## src/rtl/irqc_pkg.sv

```systemverilog
package irqc_pkg;

  localparam int unsigned ADDR_W = 2;
  localparam int unsigned RD_W   = 64;

  typedef enum logic [ADDR_W-1:0] {
    A_REQ   = 2'd0,
    A_PMASK = 2'd1,
    A_SSTAT = 2'd2,
    A_SMASK = 2'd3
  } irqc_addr_e;

endpackage

```

## src/rtl/irqc_req_reg.sv

```systemverilog
module irqc_req_reg #(
  parameter int W     = 8,
  parameter int IDX_W = 4
) (
  input  logic             clk,
  input  logic             rst_n,
  input  logic             post_en,
  input  logic [W-1:0]     post_vec,
  input  logic             drop_en,
  input  logic [W-1:0]     drop_vec,
  input  logic             eoi_en,
  input  logic [IDX_W-1:0] eoi_idx,
  output logic [W-1:0]     req_q,
  output logic [W-1:0]     req_d
);

  // Line number to single-bit mask; numbers beyond the line count map to zero.
  function automatic logic [W-1:0] idx_to_bit(input logic [IDX_W-1:0] idx);
    logic [W-1:0] r;
    r = '0;
    for (int i = 0; i < W; i++) begin
      if (idx == IDX_W'(i)) r[i] = 1'b1;
    end
    return r;
  endfunction

  // Set first, then clear: clears win over a same-cycle set.
  function automatic logic [W-1:0] next_req(input logic [W-1:0] cur,
                                            input logic [W-1:0] set_m,
                                            input logic [W-1:0] clr_m,
                                            input logic [W-1:0] eoi_m);
    return ((cur | set_m) & ~clr_m) & ~eoi_m;
  endfunction

  logic [W-1:0] set_m, clr_m, eoi_m;

  assign set_m = {W{post_en}} & post_vec;
  assign clr_m = {W{drop_en}} & drop_vec;
  assign eoi_m = {W{eoi_en}}  & idx_to_bit(eoi_idx);
  assign req_d = next_req(req_q, set_m, clr_m, eoi_m);

  always_ff @(posedge clk or negedge rst_n) begin
    if (!rst_n) req_q <= '0;
    else        req_q <= req_d;
  end

  a_r5_post_sets: assert property (@(posedge clk) disable iff (!rst_n)
    (post_en && !drop_en && !eoi_en) |=> ((req_q & $past(post_vec)) == $past(post_vec)));

  a_r6_drop_clears: assert property (@(posedge clk) disable iff (!rst_n)
    drop_en |=> ((req_q & $past(drop_vec)) == '0));

  a_r4_eoi_clears: assert property (@(posedge clk) disable iff (!rst_n)
    eoi_en |=> ((req_q & $past(idx_to_bit(eoi_idx))) == '0));

  a_r4_eoi_out_of_range: assert property (@(posedge clk) disable iff (!rst_n)
    (eoi_en && !post_en && !drop_en && (eoi_idx >= W)) |=> $stable(req_q));

endmodule

```

## src/rtl/irqc_mask_reg.sv

```systemverilog
module irqc_mask_reg #(
  parameter int W      = 8,
  parameter bit INVERT = 1'b1
) (
  input  logic         clk,
  input  logic         rst_n,
  input  logic         wr_en,
  input  logic [W-1:0] wdata,
  output logic [W-1:0] en_q,
  output logic [W-1:0] en_d,
  output logic [W-1:0] rd_val
);

  generate
    if (INVERT) begin : g_inv
      // Held as positive enables; software sees the negative form.
      assign en_d   = wr_en ? ~wdata : en_q;
      assign rd_val = ~en_q;

      a_r1_store_complement: assert property (@(posedge clk) disable iff (!rst_n)
        wr_en |=> (en_q == ~$past(wdata)));
    end else begin : g_plain
      assign en_d   = wr_en ? wdata : en_q;
      assign rd_val = en_q;
    end
  endgenerate

  always_ff @(posedge clk or negedge rst_n) begin
    if (!rst_n) en_q <= '0;
    else        en_q <= en_d;
  end

  a_r2_readback: assert property (@(posedge clk) disable iff (!rst_n)
    wr_en |=> (rd_val == $past(wdata)));

endmodule

```

## src/rtl/irqc_flag.sv

```systemverilog
module irqc_flag #(
  parameter int W = 8
) (
  input  logic         clk,
  input  logic         rst_n,
  input  logic [W-1:0] req_d,
  input  logic [W-1:0] en_d,
  output logic         irq_q,
  output logic         raise_evt,
  output logic         fall_evt
);

  function automatic logic any_enabled(input logic [W-1:0] r, input logic [W-1:0] e);
    return |(r & e);
  endfunction

  logic want;

  assign want      = any_enabled(req_d, en_d);
  assign raise_evt = want & ~irq_q;
  assign fall_evt  = ~want & irq_q;

  always_ff @(posedge clk or negedge rst_n) begin
    if (!rst_n)         irq_q <= 1'b0;
    else if (raise_evt) irq_q <= 1'b1;
    else if (fall_evt)  irq_q <= 1'b0;
  end

  a_r3_raise: assert property (@(posedge clk) disable iff (!rst_n)
    raise_evt |=> irq_q);

  a_r3_fall: assert property (@(posedge clk) disable iff (!rst_n)
    fall_evt |=> !irq_q);

  a_r3_quiet: assert property (@(posedge clk) disable iff (!rst_n)
    (!raise_evt && !fall_evt) |=> $stable(irq_q));

  a_r3_exclusive: assert property (@(posedge clk) disable iff (!rst_n)
    $onehot0({raise_evt, fall_evt}));

endmodule

```

## src/rtl/irqc_top.sv

```systemverilog
module irqc_top
  import irqc_pkg::*;
#(
  parameter int W         = 8,
  parameter int EOI_IDX_W = 4
) (
  input  logic              clk,
  input  logic              rst_n,
  input  logic              wr_en,
  input  logic [ADDR_W-1:0] addr,
  input  logic [W-1:0]      wdata,
  input  logic              rd_wide,
  output logic [RD_W-1:0]   rd_data,
  input  logic              post_en,
  input  logic [W-1:0]      post_vec,
  input  logic              drop_en,
  input  logic [W-1:0]      drop_vec,
  output logic              irq_out
);

  localparam int PAD_W = RD_W - W;

  irqc_addr_e  sel;
  logic        wr_eoi, wr_pmask, wr_smask;
  logic [W-1:0] req_q, req_d;
  logic [W-1:0] p_en_q, p_en_d, p_rd;
  logic [W-1:0] s_en_q, s_en_d, s_rd;
  logic        raise_evt, fall_evt;
  logic [W-1:0] rd_byte;

  assign sel      = irqc_addr_e'(addr);
  assign wr_eoi   = wr_en && (sel == A_REQ);
  assign wr_pmask = wr_en && (sel == A_PMASK);
  assign wr_smask = wr_en && (sel == A_SMASK);

  irqc_req_reg #(.W(W), .IDX_W(EOI_IDX_W)) i_req (
    .clk      (clk),
    .rst_n    (rst_n),
    .post_en  (post_en),
    .post_vec (post_vec),
    .drop_en  (drop_en),
    .drop_vec (drop_vec),
    .eoi_en   (wr_eoi),
    .eoi_idx  (wdata[EOI_IDX_W-1:0]),
    .req_q    (req_q),
    .req_d    (req_d)
  );

  irqc_mask_reg #(.W(W), .INVERT(1'b1)) i_pmask (
    .clk    (clk),
    .rst_n  (rst_n),
    .wr_en  (wr_pmask),
    .wdata  (wdata),
    .en_q   (p_en_q),
    .en_d   (p_en_d),
    .rd_val (p_rd)
  );

  irqc_mask_reg #(.W(W), .INVERT(1'b0)) i_smask (
    .clk    (clk),
    .rst_n  (rst_n),
    .wr_en  (wr_smask),
    .wdata  (wdata),
    .en_q   (s_en_q),
    .en_d   (s_en_d),
    .rd_val (s_rd)
  );

  irqc_flag #(.W(W)) i_flag (
    .clk       (clk),
    .rst_n     (rst_n),
    .req_d     (req_d),
    .en_d      (p_en_d),
    .irq_q     (irq_out),
    .raise_evt (raise_evt),
    .fall_evt  (fall_evt)
  );

  always_comb begin
    unique case (sel)
      A_REQ:   rd_byte = req_q;
      A_PMASK: rd_byte = p_rd;
      A_SSTAT: rd_byte = '0;
      A_SMASK: rd_byte = s_rd;
      default: rd_byte = '0;
    endcase
  end

  always_comb begin
    if (rd_wide && (sel != A_REQ)) rd_data = '0;
    else                           rd_data = {{PAD_W{1'b0}}, rd_byte};
  end

  a_r3_level: assert property (@(posedge clk) disable iff (!rst_n)
    irq_out == (|(req_q & p_en_q)));

  a_r3_edge_has_cause: assert property (@(posedge clk) disable iff (!rst_n)
    $rose(irq_out) |-> $past(raise_evt));

  a_r8_sec_load: assert property (@(posedge clk) disable iff (!rst_n)
    wr_smask |-> (s_en_d == wdata));

  a_r8_sec_no_effect: assert property (@(posedge clk) disable iff (!rst_n)
    (wr_smask && !post_en && !drop_en) |=> ($stable(irq_out) && $stable(req_q)));

  a_r8_sec_hold: assert property (@(posedge clk) disable iff (!rst_n)
    !wr_smask |=> $stable(s_en_q));

  a_r7_sstat_write_inert: assert property (@(posedge clk) disable iff (!rst_n)
    (wr_en && (sel == A_SSTAT) && !post_en && !drop_en)
      |=> ($stable(req_q) && $stable(p_en_q) && $stable(s_en_q)));

  a_r9_wide_upper_zero: assert property (@(posedge clk) disable iff (!rst_n)
    rd_data[RD_W-1:W] == '0);

endmodule

```

## config.mk

```make
export PLATFORM = sky130hd
export DESIGN_NAME = irqc_top
export DESIGN_NICKNAME = d
export VERILOG_FILES = /design/src/rtl/irqc_pkg.sv /design/src/rtl/irqc_req_reg.sv /design/src/rtl/irqc_mask_reg.sv /design/src/rtl/irqc_flag.sv /design/src/rtl/irqc_top.sv
export SDC_FILE = /design/constraint.sdc
export NUM_CORES = 1
export LEC_CHECK = 0
export ABC_AREA = 1
export BUFFER_PORTS_ARGS = -buffer_cell sky130_fd_sc_hd__clkbuf_2
export CORE_ASPECT_RATIO = 1.4
export CORE_MARGIN = 2
export CORE_UTILIZATION = 50
export CTS_CLUSTER_DIAMETER = 200
export DETAILED_ROUTE_END_ITERATION = 10
export PLACE_DENSITY = 0.89
export RECOVER_POWER = 50
export SLEW_MARGIN = 20
export SYNTH_ARGS = -nofsm -noshare
export SYNTH_HDL_FRONTEND = slang
export SYNTH_SLANG_ARGS = --single-unit
```

## constraint.sdc

```tcl
create_clock -name clk -period 3.05 [get_ports clk]
set_clock_uncertainty 0.1 [all_clocks]
set_input_delay 0.4575 -clock clk [delete_from_list [all_inputs] [get_ports clk]]
set_output_delay 0.4575 -clock clk [all_outputs]
set_load 0.02 [all_outputs]
```

==> run_results.csv <==
group,metric,value,unit
logic_synthesis,ys.flop_type,"dfrtp_1",
clocking,cts_tree,"done",
power_and_ir_drop,clock_power_share,0.213,
clocking,htree_levels,1,
clocking,clock-sinks,25,
critical_path,cpMostUsedCell,"o21ai_0",
clocking,clock_path_buffers,2,
layout,layout.cells.most_common,"nand2_1",
critical_path,endpoint_kind,"output port",
placement,pre_cts_ws,839,ps
layout,nNetsFinal,343,
power_and_ir_drop,peakVddDrop,276,uV
critical_path,cpMaxStageDelayCell,"clkbuf_1",
logic_synthesis,async_reset_ff_frac,1.00,
global_routing,use_met1,0.200,
clocking,clock_latency,270,ps
route,routed-via-count,1635,
global_routing,met3_usage,0.0195,
logic_synthesis,synth-seq-cells,25,
route,viasPerCell,4.64,
critical_path,cp_num_buf_inv,4,
layout,diodes,0,
global_routing,grt_util_met2,0.309,
critical_path,crit_fanout,12,
clocking,post_cts_buffers,0,
sta,worstMarginPinSlew,1380,ps
clocking,cts_resized,0,
route,drtIter0Drc,29,
floorplan,die_height,79.0,um
sta,tns,0,ps
power_and_ir_drop,power_leakage,1.22,nW
sta,final.period_utilization,0.786,
sta,rsz0062_at_grt,"false",
layout,fin_area,2020,sq um
clocking,clk_pin_slew_worst_paths,90,ps
critical_path,crit_type,"input pin to output port",
floorplan,start_util,0.517,
logic_synthesis,avgSynthCellArea,7.38,sq um
critical_path,crit_path_max_incr_delay,400,ps
placement,io_buffers,40,
power_and_ir_drop,total_power,0.923,mW
power_and_ir_drop,p_int,0.567,mW
critical_path,required,2490,ps
sta,hold_viol,0,
floorplan,die_x,57.5,um
route,drtPass1Iterations,4,
floorplan,placementRows,27,
placement,dp.final_hpwl,3190,um
placement,place_area,1980,sq um
power_and_ir_drop,combPwrFrac,0.337,
route,wl_per_cell,10.9,um
global_routing,gr-total-overflow,0,
placement,place.gp.congestion,0.810,
route,ant_nets,0,
logic_synthesis,ys_types,26,
logic_synthesis,synthCells,272,
sta,period_needed,2400,ps
power_and_ir_drop,power_density,458,nW/um^2
clocking,hold_buffers,0,
global_routing,grt_pass1_vias,1451,
global_routing,grt_pass1_wl,6230,um
logic_synthesis,netlist_area,2010,sq um
logic_synthesis,synth_warnings,0,
global_routing,grt_max_degree,26,
critical_path,startpoint_type,"input pin",
global_routing,grt_most_used_layer,"met2",
floorplan,io_pins,97,
sta,slew_headroom,0.0805,
power_and_ir_drop,switching_share,0.385,
power_and_ir_drop,p_sw,0.356,mW
route,drt-total-wl,3850,um
critical_path,worstPathCellList,"clkbuf_1 > inv_8 > nor2_4 > inv_1 > o21ai_0 > nand2_1 > o21ai_0 > clkbuf_2",
route,route.detailed.drc,0,
logic_synthesis,synth_edf_count,0,
sta,fin_hold_ws,351,ps
sta,worst_slack,652,ps
critical_path,worstPathArrival,1840,ps
global_routing,antenna_found_initial,0,
worst_hold_path,hold_path.class,"input pin to flop",
layout,final_cell_mix,"nand2_1 (60), conb_1 (56), inv_1 (40)",
clocking,cts_inserted_buffers,3,
job,cap_violations,0,
sta,drv_slew,0,
sta,fmax,0.417,GHz
clocking,cts_root_buf,"clkbuf_8",
global_routing,grt.total_usage,0.174,
sta,setup_violations,0,
floorplan,core_area,3880,sq um
logic_synthesis,seq_area_frac_synth,0.312,
outcome,status,"complete, no violations",
layout,area_delta_synth_final,0.499,%
power_and_ir_drop,pwr-share-seq,0.449,
floorplan,dieArea,4540,sq um
critical_path,cp_top_family,"buffers and inverters",
layout,drive_above_1_share,0.172,
[cell usage after synthesis, types with 2 or more instances]
master | count | area share
inv_1 | 40 | 0.075
nand3_2 | 5 | 0.025
buf_6 | 4 | 0.022
dfrtp_1 | 25 | 0.31
nand2_1 | 60 | 0.11
o2bb2ai_1 | 2 | 0.0087
nand3_1 | 13 | 0.032
a211oi_1 | 5 | 0.019
buf_4 | 56 | 0.21
a21oi_1 | 11 | 0.027
o21ai_0 | 24 | 0.060
a31oi_1 | 3 | 0.0094
nor2_1 | 11 | 0.021
[logic make-up after synthesis]
| logic type | synth area share |
|---|---|
| and+or+nand+nor | 0.222 |
| buffers and inverters | 0.332 |
| DFF | 0.312 |
| other | 0.00187 |
| adders and majority gates | 0.00623 |
| AOI/OAI and AO/OA | 0.127 |
[metrics by stage]
stage	utilization	instances
after floorplan	-	327
after CTS	0.521	352
after global routing	0.519	352
final	0.519	352
after detailed placement	0.509	348
after global placement	0.509	348
[worst paths after layout]
path,cells past startpoint,slack [ps],start,endpoint
max,8,650,addr[0],rd_data[7]
min reg2reg,2,400,i_smask.en_q[1]$_DFFE_PN0P_,i_smask.en_q[1]$_DFFE_PN0P_
min in group asynchronous,1,380,rst_n,i_req.req_q[1]$_DFF_PN0_
max reg2reg,11,1410,i_req.req_q[3]$_DFF_PN0_,i_flag.irq_q$_DFFE_PN0P_
max in group asynchronous,1,1650,rst_n,i_smask.en_q[6]$_DFFE_PN0P_
min,3,350,wdata[4],i_smask.en_q[4]$_DFFE_PN0P_
[power groups by stage]
stage,clock network (mW),registers (mW),logic [mW]
after detailed placement,0,0.421,0.310
after global routing,0.215,0.421,0.352
after CTS,0.201,0.414,0.312
after floorplan,0,0.420,0.287
after global placement,0,0.420,0.302
final,0.197,0.415,0.311
[per-layer routing]
layer  wire length (um)  part of all wire
met5                  0                 0
met3                254             0.066
met2               2060              0.53
met1               1430              0.37
met4                108             0.028
[tightest hold or removal path, stage by stage]
cell	delay [ps]
clkbuf_2	80
inv_1	60
o21ai_0	80
[state kept, by name, summed over array words and instances, names as in the netlist]
signal        count
i_pmask.en_q      8
i_smask.en_q      8
i_req.req_q       8
i_flag.irq_q      1
[cell type report]
| cell class | instances | area (sq um) |
|---|---|---|
| sequential | 25 | 626 |
| clock buffer | 3 | 41.3 |
| inverter | 43 | 176 |
| fill | 397 | 1870 |
| multi-input combinational | 197 | 917 |
| tap | 43 | 53.8 |
| timing repair buffer | 40 | 198 |
| clock inverter | 1 | 5.00 |
(Power assumes the default switching activity.)
